## src/rtl/keylatch_pkg.sv

```systemverilog
package keylatch_pkg;
    localparam int KEY_W = 32;

    typedef enum logic [1:0] {
        OP_NONE   = 2'b00,
        OP_LOAD   = 2'b01,
        OP_COMMIT = 2'b10,
        OP_ERASE  = 2'b11
    } op_e;

    typedef enum logic [1:0] {
        ST_SAMPLE = 2'd0,
        ST_OPEN   = 2'd1,
        ST_LOCKED = 2'd2
    } state_e;
endpackage

```

## src/rtl/keylatch_cells.sv

```systemverilog
// Behavioural stand-in for the nonvolatile cells: no reset, byte-organised.
module keylatch_cells #(
    parameter int WIDTH = 32
) (
    input  logic             clk,
    input  logic             wr_en,
    input  logic [WIDTH-1:0] wr_data,
    output logic [WIDTH-1:0] word_o
);
    localparam int NBYTES = WIDTH / 8;

    for (genvar b = 0; b < NBYTES; b++) begin : g_byte
        logic [7:0] cell_q;
        always_ff @(posedge clk) begin
            if (wr_en) begin
                cell_q <= wr_data[b*8 +: 8];
            end
        end
        assign word_o[b*8 +: 8] = cell_q;
    end
endmodule

```

## src/rtl/keylatch_match.sv

```systemverilog
// Counts bits that agree with the pattern and compares with the threshold.
module keylatch_match #(
    parameter int               WIDTH   = 32,
    parameter logic [WIDTH-1:0] PATTERN = 32'h5053_6F43,
    parameter int               THRESH  = 28
) (
    input  logic [WIDTH-1:0] word_i,
    output logic             match_o
);
    localparam int CNT_W = $clog2(WIDTH + 1);

    logic [WIDTH-1:0] agree;
    logic [CNT_W-1:0] count;

    assign agree = ~(word_i ^ PATTERN);

    always_comb begin
        count = '0;
        for (int i = 0; i < WIDTH; i++) begin
            count = count + CNT_W'(agree[i]);
        end
    end

    assign match_o = (count >= CNT_W'(THRESH));
endmodule

```

## src/rtl/keylatch_fsm.sv

```systemverilog
module keylatch_fsm
    import keylatch_pkg::*;
(
    input  logic       clk,
    input  logic       rst_n,
    input  logic       match_i,
    input  logic       req_valid,
    input  logic [1:0] req_op,
    input  logic       flash_prot_i,
    output state_e     state_o,
    output logic       stage_we,
    output logic       cell_we,
    output logic       cell_clr,
    output logic       done_o,
    output logic       err_o
);
    state_e state_q, state_d;
    logic   reject;

    // next-state logic
    always_comb begin
        state_d = state_q;
        unique case (state_q)
            ST_SAMPLE: state_d = match_i ? ST_LOCKED : ST_OPEN;
            ST_OPEN:   state_d = ST_OPEN;
            ST_LOCKED: state_d = ST_LOCKED;
            default:   state_d = ST_SAMPLE;
        endcase
    end

    // state register
    always_ff @(posedge clk) begin
        if (!rst_n) state_q <= ST_SAMPLE;
        else        state_q <= state_d;
    end

    // outputs: request decode per state
    always_comb begin
        stage_we = 1'b0;
        cell_we  = 1'b0;
        cell_clr = 1'b0;
        reject   = 1'b0;
        unique case (state_q)
            ST_SAMPLE: reject = req_valid;
            ST_LOCKED: reject = req_valid;
            ST_OPEN: begin
                if (req_valid) begin
                    unique case (op_e'(req_op))
                        OP_LOAD: begin
                            if (flash_prot_i) reject = 1'b1;
                            else              stage_we = 1'b1;
                        end
                        OP_COMMIT: begin
                            if (flash_prot_i) reject = 1'b1;
                            else              cell_we = 1'b1;
                        end
                        OP_ERASE: cell_clr = 1'b1;
                        OP_NONE:  reject   = 1'b1;
                        default:  reject   = 1'b1;
                    endcase
                end
            end
            default: reject = req_valid;
        endcase
    end

    always_ff @(posedge clk) begin
        if (!rst_n) begin
            done_o <= 1'b0;
            err_o  <= 1'b0;
        end else begin
            done_o <= req_valid;
            err_o  <= reject;
        end
    end

    assign state_o = state_q;
endmodule

```

## src/rtl/keylatch_lock.sv

```systemverilog
module keylatch_lock
    import keylatch_pkg::*;
#(
    parameter int               WIDTH   = KEY_W,
    parameter logic [WIDTH-1:0] PATTERN = 32'h5053_6F43,
    parameter int               THRESH  = 28
) (
    input  logic             clk,
    input  logic             rst_n,
    input  logic             req_valid,
    input  logic [1:0]       req_op,
    input  logic [WIDTH-1:0] req_data,
    input  logic             flash_prot_i,
    output logic             done_o,
    output logic             err_o,
    output logic             lock_o,
    output logic             dbg_en_o,
    output logic             test_en_o,
    output logic             prog_en_o,
    output logic [WIDTH-1:0] rdback_o
);
    state_e           state;
    logic             stage_we, cell_we, cell_clr, match;
    logic [WIDTH-1:0] stage_q, cell_word;

    // volatile staging register
    always_ff @(posedge clk) begin
        if (!rst_n)        stage_q <= '0;
        else if (stage_we) stage_q <= req_data;
    end

    keylatch_cells #(.WIDTH(WIDTH)) u_cells (
        .clk     (clk),
        .wr_en   (cell_we | cell_clr),
        .wr_data (cell_clr ? '0 : stage_q),
        .word_o  (cell_word)
    );

    keylatch_match #(.WIDTH(WIDTH), .PATTERN(PATTERN), .THRESH(THRESH)) u_match (
        .word_i  (cell_word),
        .match_o (match)
    );

    keylatch_fsm u_fsm (
        .clk          (clk),
        .rst_n        (rst_n),
        .match_i      (match),
        .req_valid    (req_valid),
        .req_op       (req_op),
        .flash_prot_i (flash_prot_i),
        .state_o      (state),
        .stage_we     (stage_we),
        .cell_we      (cell_we),
        .cell_clr     (cell_clr),
        .done_o       (done_o),
        .err_o        (err_o)
    );

    assign lock_o    = (state == ST_LOCKED);
    assign dbg_en_o  = (state == ST_OPEN);
    assign test_en_o = (state == ST_OPEN);
    assign prog_en_o = (state == ST_OPEN);
    assign rdback_o  = cell_word;
endmodule

```

## config.mk

```make
export PLATFORM = sky130hd
export DESIGN_NAME = keylatch_lock
export DESIGN_NICKNAME = d
export VERILOG_FILES = /design/src/rtl/keylatch_pkg.sv /design/src/rtl/keylatch_cells.sv /design/src/rtl/keylatch_match.sv /design/src/rtl/keylatch_fsm.sv /design/src/rtl/keylatch_lock.sv
export SDC_FILE = /design/constraint.sdc
export NUM_CORES = 1
export LEC_CHECK = 0
export BUFFER_PORTS_ARGS = -buffer_cell sky130_fd_sc_hd__buf_4
export CORE_MARGIN = 4
export CORE_UTILIZATION = 40
export CTS_BUF_LIST = sky130_fd_sc_hd__clkbuf_8
export CTS_CLUSTER_SIZE = 30
export DETAILED_ROUTE_END_ITERATION = 8
export GPL_TIMING_DRIVEN = 1
export PLACE_DENSITY = 0.67
export SETUP_SLACK_MARGIN = 0.4
export SLEW_MARGIN = 20
export SYNTH_ARGS = -nofsm -noshare
export SYNTH_HDL_FRONTEND = slang
export SYNTH_SLANG_ARGS = --single-unit
```

## constraint.sdc

```tcl
create_clock -name clk -period 6.4 [get_ports clk]
set_clock_uncertainty 0.1 [all_clocks]
set_input_delay 0.32 -clock clk [delete_from_list [all_inputs] [get_ports clk]]
set_output_delay 0.32 -clock clk [all_outputs]
set_load 0.02 [all_outputs]
```

==> flow_summary.json, run 1 <==
{
  "status": "finished clean",
  "grt_overflow": 0,
  "place.port_buffers": 75,
  "setup_tns_ps": 0,
  "slowest_delay_ps": 550,
  "finalPower_uw": 2023,
  "drc": 0,
  "seq_area_frac_synth": 0.4824,
  "cts_sinks": 68,
  "finalNetCount": 483,
  "crit_arrival_ps": 5740,
  "core_area_mm2": 0.008341,
  "cts.reportedPaths.clkPinSlew_ps": 80,
  "root_buffer": "clkbuf_8",
  "max_slew_margin": 0.3469,
  "die_h_um": 101.4,
  "antenna_found_initial": 0,
  "irDropWorstVdd_uv": 462.5,
  "syn2layout_area_growth_pct": 25.77,
  "vias": 2386,
  "cp_top_family": "adder cells",
  "async_flop_share": 0,
  "first_iter_violations": 80,
  "dp_slack_ps": 742.2,
  "cts_hold_buf": 0,
  "rows": 33,
  "worstPathRequired_ps": 6520,
  "cts_tree": "done",
  "fmax_mhz": 177.8,
  "routabilityCongestion": 0.7954,
  "h-tree-depth": 3,
  "vias_per_cell": 4.606,
  "netlist_top_cells_count": "64 x nand2_1, 56 x inv_1, 36 x dfxtp_1",
  "grt_max_degree": 36,
  "wl_per_cell_um": 14.17,
  "grt_first_pass_wirelength_um": 11710,
  "rsz0062_at_grt": "false",
  "worstMarginPinSlew_ps": 976.9,
  "drive_gt1_frac": 0.2276,
  "cp-start-kind": "flop",
  "cpMaxStageDelayCell": "fa_1",
  "first_pass_iters": 4,
  "post-cts-setup-buffer-count": 0,
  "clk_latency_ps": 340,
  "synthFlopType": "dfxtp_1",
  "wirelength_um": 7340,
  "synthMostInstantiatedCell": "nand2_1",
  "first_global_vias": 2456,
  "synth_top_area_cell": "edfxtp_1",
  "timing.final.crit_share": 0.8790,
  "synth_nets": 408,
  "numCtsBuffers": 9,
  "ctsResizeCount": 0,
  "end_kind": "flop",
  "synth_top_area_frac": 0.2757,
  "cap_violations": 0,
  "p_leak_uw": 0.001944,
  "finalHoldViolations": 0,
  "synth-edff-count": 32,
  "boundaryPins": 76,
  "synth.distinct_cells": 29,
  "worst_slack_ps": 774.5,
  "synthCells": 333,
  "synth-seq-cells": 68,
  "dp_hpwl_um": 5546,
  "crit_type": "flop to flop",
  "netlist_area_mm2": 0.003486,
  "crit_top_cell": "fa_1",
  "slew_violations": 0,
  "syn_area_per_cell_um2": 10.47,
  "ys_warn_count": 0,
  "crit_buf_inv": 2,
  "power_density_mw_per_mm2": 461.4,
  "dieArea_mm2": 0.01027,
  "path_cells": "ha_1 -> fa_1 -> fa_1 -> fa_1 -> fa_1 -> inv_1 -> fa_1 -> inv_1 -> fa_1 -> fa_1 -> fa_1 -> xor2_1 -> nand3_1 -> o311a_1 -> o31a_1",
  "period_minus_slack_ps": 5625,
  "start_util": 0.4179,
  "chipWidth_um": 101.4,
  "ant_nets": 0,
  "hp-class": "primary input to flop",
  "crit_fanout": 4,
  "diodes": 0,
  "ctsLongestPathBuffers": 2,
  "grt_use_total": 0.1501,
  "finalSetupViolCount": 0,
  "synth_top_cells_by_area": "edfxtp_1 28%, dfxtp_1 21%, fa_1 14%, nand2_1 6.9%, a21boi_1 6.5%"
}
## layer usage
| layer | share of wire | global-route usage |
|---|---|---|
| met4 | 0.012 | 0.05317 |
| met1 | 0.43 | 0.1959 |
| met3 | 0.070 | 0.03444 |
| met5 | 0 | 0 |
| met2 | 0.48 | 0.2455 |
## tightest hold or removal path, cell delays in order
cell and delay (ps):
buf_4 110, nand2_1 40, a21boi_1 50
## where the power goes
part	switching, uW	internal (uW)
Sequential	21.0	487
Clock	152	266
Combinational	639	458
## layout make-up
class	instances	area (um2)
clock buffers	10	137.6
clock inverters	6	102.6
flip-flops and latches	68	1682
well taps	105	131.4
multi-input cells	195	1535
repair buffers	78	585.6
fillers	774	3956
inverters	56	210.2
## through the flow
step,hold slack [ps],util,instances,cell area [um2]
after floorplan,330.5,-,333,3486
after global placement,336.4,0.4969,502,4144
after detailed placement,342.1,0.4969,502,4144
after CTS,112.6,0.5257,518,4384
after global routing,122.3,0.5257,518,4384
final,130.4,0.5257,518,4384
## worst paths after layout
| path | startpoint | to | slack [ps] | cells after the start |
|---|---|---|---|---|
| max | u_cells.g_byte[0].cell_q[0] | u_fsm.state_o[0] | 770 | 15 |
| min | req_data[2] | stage_q[2] | 130 | 3 |
| max reg2reg | u_cells.g_byte[0].cell_q[0] | u_fsm.state_o[0] | 770 | 15 |
| min reg2reg | stage_q[23] | stage_q[23] | 350 | 2 |
## kinds of logic (layout without fill, tap and decap cells)
family	after synthesis	count (layout)	synth area share
AO/OA/AOI/OAI	47	47	0.09871
AND/OR/NAND/NOR	109	109	0.1497
buffers and inverters	70	150	0.07968
XOR/XNOR	2	2	0.005026
flip-flops	68	68	0.4824
adder cells (fa/ha/maj)	37	37	0.1845
## flip-flops by register name (all words and copies together) (netlist names)
register,flops
u_fsm.err_o,1
u_fsm.state_o,2
u_fsm.done_o,1
u_cells.g_byte.cell_q,32
stage_q,32
## cells in the final DEF (no fill, tap or decap), types with 2 or more instances in the layout
cell type / n
buf_4: 78
nand2_1: 64
inv_1: 57
dfxtp_1: 36
and2_1: 35
edfxtp_1: 32
a21boi_1: 30
fa_1: 24
ha_1: 13
clkbuf_8: 10
a21oi_1: 5
nand3_1: 3
bufinv_16: 3
o21ai_0: 2
xor2_1: 2
o311a_1: 2
a21boi_0: 2
Power figures use the tool's default switching activity.
==> run 2, diff against run 1 <==
==> constraint.sdc (replaced) <==
create_clock -name clk -period 5.9 [get_ports clk]
set_clock_uncertainty 0.1 [all_clocks]
set_input_delay 0.295 -clock clk [delete_from_list [all_inputs] [get_ports clk]]
set_output_delay 0.295 -clock clk [all_outputs]
set_load 0.02 [all_outputs]
==> run 2 against run 1 <==
Compared with the run above: critical path type unchanged; global-route usage up 0.27 points; hold slack worse by 31 ps; worst setup slack worse by 290 ps; largest cell class unchanged; clock-buffer cell count unchanged; highest routed layer unchanged; first-iteration DRC count down 11%; wire length down 2.0%; maximum frequency up 4.0%; sequential power up 8.5%.
==> flow_summary.json, run 2 (same netlist as run 1, synthesis figures left out) <==
{
  "boundaryPins": 76,
  "wl_per_cell_um": 13.88,
  "start_util": 0.4179,
  "crit_buf_inv": 2,
  "r2r.worst_path.cells": 15,
  "numCtsBuffers": 9,
  "syn2layout_area_growth_pct": 25.99,
  "slew_violations": 0,
  "grt_first_pass_wirelength_um": 11890,
  "ff_latch_area_mm2": 0.001682,
  "clk_latency_ps": 340,
  "cp-start-kind": "flop",
  "fmax_mhz": 184.8,
  "power_density_mw_per_mm2": 543.1,
  "cap_violations": 0,
  "period_minus_slack_ps": 5411,
  "ant_nets": 0,
  "finalNetCount": 483,
  "grt_overflow": 0,
  "hold_start": "req_data[1]",
  "multi_input_area_mm2": 0.001565,
  "crit_type": "flop to flop",
  "worstMarginPinSlew_ps": 991.2,
  "irDropWorstVdd_uv": 607.9,
  "final_common_cell": "buf_4",
  "fill_cells": 757,
  "status": "finished clean",
  "timing.final.crit_share": 0.9171,
  "first_pass_iters": 4,
  "path_cells": "ha_1 -> fa_1 -> fa_1 -> fa_1 -> fa_1 -> inv_1 -> fa_1 -> inv_1 -> fa_1 -> fa_2 -> fa_2 -> xor2_4 -> nand3_1 -> o311a_1 -> o31a_1",
  "r2r-start": "u_cells.g_byte[0].cell_q[1]",
  "routabilityCongestion": 0.8026,
  "hp-class": "primary input to flop",
  "grt_max_degree": 36,
  "crit_top_cell": "fa_1",
  "chipWidth_um": 101.4,
  "vias_per_cell": 4.654,
  "cts_hold_buf": 0,
  "dieArea_mm2": 0.01027,
  "cts.reportedPaths.clkPinSlew_ps": 70,
  "grt_use_total": 0.1528,
  "p_leak_uw": 0.001936,
  "drc": 0,
  "dp_hpwl_um": 5410,
  "first_iter_violations": 71,
  "end_kind": "flop",
  "h-tree-depth": 3,
  "cpMaxStageDelayCell": "fa_1",
  "first_global_vias": 2521,
  "mostFrequentLayoutCells": "78 x buf_4, 64 x nand2_1, 58 x inv_1",
  "regToRegEndpoint": "u_fsm.state_o[0]",
  "root_buffer": "clkbuf_8",
  "place.port_buffers": 75,
  "holdPathEnd": "stage_q[1]",
  "worst_slack_ps": 488.9,
  "worstPathRequired_ps": 6030,
  "finalHoldViolations": 0,
  "hold-path-cell-count": 3,
  "crit_fanout": 4,
  "max_slew_margin": 0.3374,
  "vias": 2411,
  "setup_tns_ps": 0,
  "ctsLongestPathBuffers": 2,
  "wirelength_um": 7190,
  "antenna_found_initial": 0,
  "core_area_mm2": 0.008341,
  "cp_top_family": "adder cells",
  "diodes": 0,
  "slowest_delay_ps": 540,
  "cts_sinks": 68,
  "r2r_setup_slack_ps": 490,
  "crit_arrival_ps": 5540,
  "cts_tree": "done",
  "drive_gt1_frac": 0.2373,
  "die_h_um": 101.4,
  "finalSetupViolCount": 0,
  "rsz0062_at_grt": "true",
  "dp_slack_ps": 401.3,
  "rows": 33
}
-- run 2: changes by cell type in the layout (fill, tap and decap cells not counted) --
cell / delta
clkinvlp_4: +1
xor2_4: +1
fa_1: -2
xor2_1: -1
bufinv_16: -1
fa_2: +2
inv_1: +1
a2111oi_2: +1
a2111oi_0: -1
clkinv_1: -1
-- run 2: report_power, final --
part           internal (uW)  total (uW)  switching (uW)
Clock                    246         421             175
Sequential               528         551            23.5
Combinational            612        1410             801
-- run 2: worst max path at each step --
stage	slack, ps	cells past startpoint	endpoint	start
global route	270	15	u_fsm.state_o[0]	u_cells.g_byte[0].cell_q[1]
finish	490	15	u_fsm.state_o[0]	u_cells.g_byte[0].cell_q[1]
floorplan	450	14	u_fsm.state_o[0]	u_cells.g_byte[0].cell_q[1]
CTS	450	15	u_fsm.state_o[0]	u_cells.g_byte[0].cell_q[1]
detailed placement	400	15	u_fsm.state_o[0]	u_cells.g_byte[0].cell_q[1]
global placement	530	14	u_fsm.state_o[0]	u_cells.g_byte[0].cell_q[1]
-- run 2: layer usage --
metal,share of wire,wire length [um],GRT usage
met5,0,0,0
met4,0.016,114,0.06442
met3,0.053,379,0.04408
met2,0.47,3415,0.2394
met1,0.46,3281,0.1984
-- run 2: cell type report --
| type | count | share of cell area |
|---|---|---|
| flip-flops and latches | 68 | 0.3829 |
| multi-input cells | 195 | 0.3564 |
| repair buffers | 78 | 0.1333 |
| inverters | 56 | 0.04786 |
| clock buffers | 10 | 0.03134 |
| well taps | 105 | 0.02991 |
| clock inverters | 6 | 0.01823 |
-- run 2: repair_timing --
item	4_1_cts	5_1_grt
endpoints found under the setup margin	1	2
buffers inserted	0	0
pin swaps	1	0
resized for setup	2	1
-- run 2: through the flow --
step,std cells,power (uW),cell area (um2),utilization,hold WS [ps]
5_1_grt,518,2597,4392,0.5266,83.46
6_report,518,2385,4392,0.5266,98.93
4_1_cts,518,2309,4380,0.5252,79.31
3_5_place_dp,502,1830,4155,0.4982,341.0
3_3_place_gp,502,1767,4155,0.4982,336.4
2_1_floorplan,333,1556,3497,-,329.8
-- run 2: worst min-delay path, cell delays in order --
cell      delay (ps)
buf_4            110
nand2_1           40
a21boi_1          50
==> run 3, diff against run 2 <==
--- a/config.mk
+++ b/config.mk
@@ -5,6 +5,7 @@
 export SDC_FILE = /design/constraint.sdc
 export NUM_CORES = 1
 export LEC_CHECK = 0
+export ABC_AREA = 1
 export BUFFER_PORTS_ARGS = -buffer_cell sky130_fd_sc_hd__buf_4
 export CORE_MARGIN = 4
 export CORE_UTILIZATION = 40
==> run 3 against run 2 <==
Compared with the run above: non-clock buffer count decreased by 2; register-to-register slack improved by 150 ps; via count decreased by 3.1%; clock-buffer cell count increased by 1; first-iteration DRC count increased by 38%; clock power is 21% lower; total power shrank 21%; highest routed layer unchanged.
==> flow_summary.json, run 3 <==
{
  "status": "finished clean",
  "setup_tns_ps": 0,
  "slowest_delay_ps": 530,
  "mostFrequentLayoutCells": "95 x inv_1, 76 x buf_4, 37 x nor2_1",
  "dp_slack_ps": 499.2,
  "ff_latch_area_mm2": 0.001682,
  "period_minus_slack_ps": 5264,
  "hold_start": "req_data[2]",
  "r2r_setup_slack_ps": 640,
  "grt_use_total": 0.1428,
  "ant_nets": 0,
  "synth_top_area_frac": 0.2827,
  "synth_nets": 417,
  "rows": 33,
  "syn2layout_area_growth_pct": 23.59,
  "hp-class": "primary input to flop",
  "vias_per_cell": 4.450,
  "die_h_um": 100.2,
  "power_density_mw_per_mm2": 446.0,
  "boundaryPins": 76,
  "wirelength_um": 6617,
  "async_flop_share": 0,
  "synth-seq-cells": 68,
  "crit_arrival_ps": 5390,
  "routabilityCongestion": 0.8210,
  "synthCells": 342,
  "grt_overflow": 0,
  "regToRegEndpoint": "u_fsm.state_o[0]",
  "first_global_vias": 2377,
  "antenna_found_initial": 0,
  "synth.distinct_cells": 23,
  "cap_violations": 0,
  "synth_top_cells_by_area": "edfxtp_1 28%, dfxtp_1 21%, fa_1 14%, inv_1 10%, a21oi_1 5.2%",
  "chipWidth_um": 100.2,
  "first_iter_violations": 98,
  "vias": 2336,
  "worstPathRequired_ps": 6020,
  "fmax_mhz": 190.0,
  "crit_fanout": 2,
  "finalSetupViolCount": 0,
  "fill_cells": 814,
  "dieArea_mm2": 0.01004,
  "crit_type": "flop to flop",
  "cts_hold_buf": 0,
  "max_slew_margin": 0.3223,
  "grt_first_pass_wirelength_um": 11110,
  "h-tree-depth": 3,
  "synth_top_area_cell": "edfxtp_1",
  "first_pass_iters": 4,
  "r2r.worst_path.cells": 19,
  "path_cells": "ha_4 -> fa_1 -> fa_1 -> fa_1 -> fa_1 -> inv_1 -> fa_1 -> inv_1 -> fa_1 -> fa_2 -> fa_2 -> nand2_1 -> inv_1 -> nor2_2 -> nand2_1 -> nor2_1 -> nand3_1 -> nand3_2 -> a21oi_1",
  "root_buffer": "clkbuf_8",
  "wl_per_cell_um": 12.60,
  "worstMarginPinSlew_ps": 1013,
  "final_common_cell": "inv_1",
  "netlist_area_mm2": 0.003400,
  "numCtsBuffers": 9,
  "diodes": 0,
  "core_area_mm2": 0.008258,
  "final_util": 0.5088,
  "p_leak_uw": 0.001928,
  "syn_area_per_cell_um2": 9.940,
  "netlist_top_cells_count": "93 x inv_1, 38 x nor2_1, 36 x dfxtp_1",
  "clk_latency_ps": 340,
  "cts_tree": "done",
  "r2r-start": "u_cells.g_byte[0].cell_q[0]",
  "ctsLongestPathBuffers": 2,
  "cts_sinks": 68,
  "timing.final.crit_share": 0.8921,
  "synthFlopType": "dfxtp_1",
  "start_util": 0.4117,
  "worst_slack_ps": 636.4,
  "holdPathEnd": "stage_q[2]",
  "irDropWorstVdd_uv": 306.2,
  "drc": 0,
  "slew_violations": 0,
  "drive_gt1_frac": 0.2405,
  "finalNetCount": 490,
  "crit_top_cell": "fa_1",
  "cpMaxStageDelayCell": "fa_1",
  "ys_warn_count": 0,
  "finalHoldViolations": 0,
  "seq_area_frac_synth": 0.4947,
  "multi_input_area_mm2": 0.001286,
  "hold-path-cell-count": 3,
  "cts.reportedPaths.clkPinSlew_ps": 70,
  "end_kind": "flop",
  "synthMostInstantiatedCell": "inv_1",
  "rsz0062_at_grt": "false",
  "place.port_buffers": 75,
  "synth-edff-count": 32,
  "grt_max_degree": 65,
  "cp-start-kind": "flop",
  "dp_hpwl_um": 5050
}
run 3: cell count changes in the layout (fill, tap and decap cells not counted), moves of 26 or more:
cell      delta
nand2_1     -52
inv_1       +37
nor2_1      +36
and2_1      -35
a21boi_1    -30
a21oi_1     +30
o21ai_1     +26
run 3: power by group:
part / switching, uW / leakage (uW) / internal (uW) / total [uW]
combinational: 579 / 0.00123 / 412 / 991
sequential: 18.5 / 0.000592 / 534 / 552
clock: 161 / 0.000103 / 170 / 331
run 3: metal layers:
| layer | vias to the layer above | GRT usage | wire length [um] |
|---|---|---|---|
| li1 | 1193 | - | - |
| met1 | 1083 | 0.1890 | 2988 |
| met2 | 51 | 0.2258 | 3197 |
| met3 | 9 | 0.02502 | 304 |
| met4 | 0 | 0.07150 | 126 |
| met5 | - | 0 | 0 |
run 3: worst max path at each step:
stage / startpoint / end / cells after the start
after detailed placement: u_cells.g_byte[0].cell_q[0] / u_fsm.state_o[0] / 19
after global placement: u_cells.g_byte[0].cell_q[0] / u_fsm.state_o[0] / 19
after CTS: u_cells.g_byte[0].cell_q[0] / u_fsm.state_o[0] / 19
after floorplan: u_cells.g_byte[0].cell_q[0] / u_fsm.state_o[0] / 19
after global routing: u_cells.g_byte[0].cell_q[0] / u_fsm.state_o[0] / 19
final: u_cells.g_byte[0].cell_q[0] / u_fsm.state_o[0] / 19
run 3: kinds of logic (layout without fill, tap and decap cells):
logic type | count (synthesis) | count (layout) | share of synthesized area
buffers and inverters | 109 | 187 | 0.1376
AOI/OAI and AO/OA | 69 | 69 | 0.1045
DFF | 68 | 68 | 0.4947
and+or+nand+nor | 59 | 59 | 0.07398
adders and majority gates | 37 | 37 | 0.1892
run 3: final cells by class:
| cell class | count | share of cell area |
|---|---|---|
| Clock inverter | 5 | 0.005063 |
| Multi-Input combinational cell | 165 | 0.3061 |
| Sequential cell | 68 | 0.4002 |
| Inverter | 95 | 0.08547 |
| Clock buffer | 11 | 0.03603 |
| Tap cell | 105 | 0.03127 |
| Timing Repair Buffer | 76 | 0.1358 |
run 3: repair_timing:
item | CTS | global route
setup endpoints to repair | 0 | 2
buffers inserted | 0 | 1
resized for setup | 0 | 5
run 3: worst max-delay path: cells and delay by family, from the launching register on:
kind	cells	cell delay [ps]
compound gates	1	60
fa+ha+maj	9	3940
buf+inv	3	150
flops	1	450
simple gates	6	460
run 3: metrics by stage:
stage | hold WS, ps | instances | cell area [um2] | total power (uW)
floorplan | 306.2 | 342 | 3400 | 1302
global placement | 339.4 | 508 | 3996 | 1465
detailed placement | 344.4 | 508 | 3996 | 1514
CTS | 98.88 | 524 | 4169 | 1855
global route | 124.6 | 525 | 4202 | 2100
finish | 117.4 | 525 | 4202 | 1874
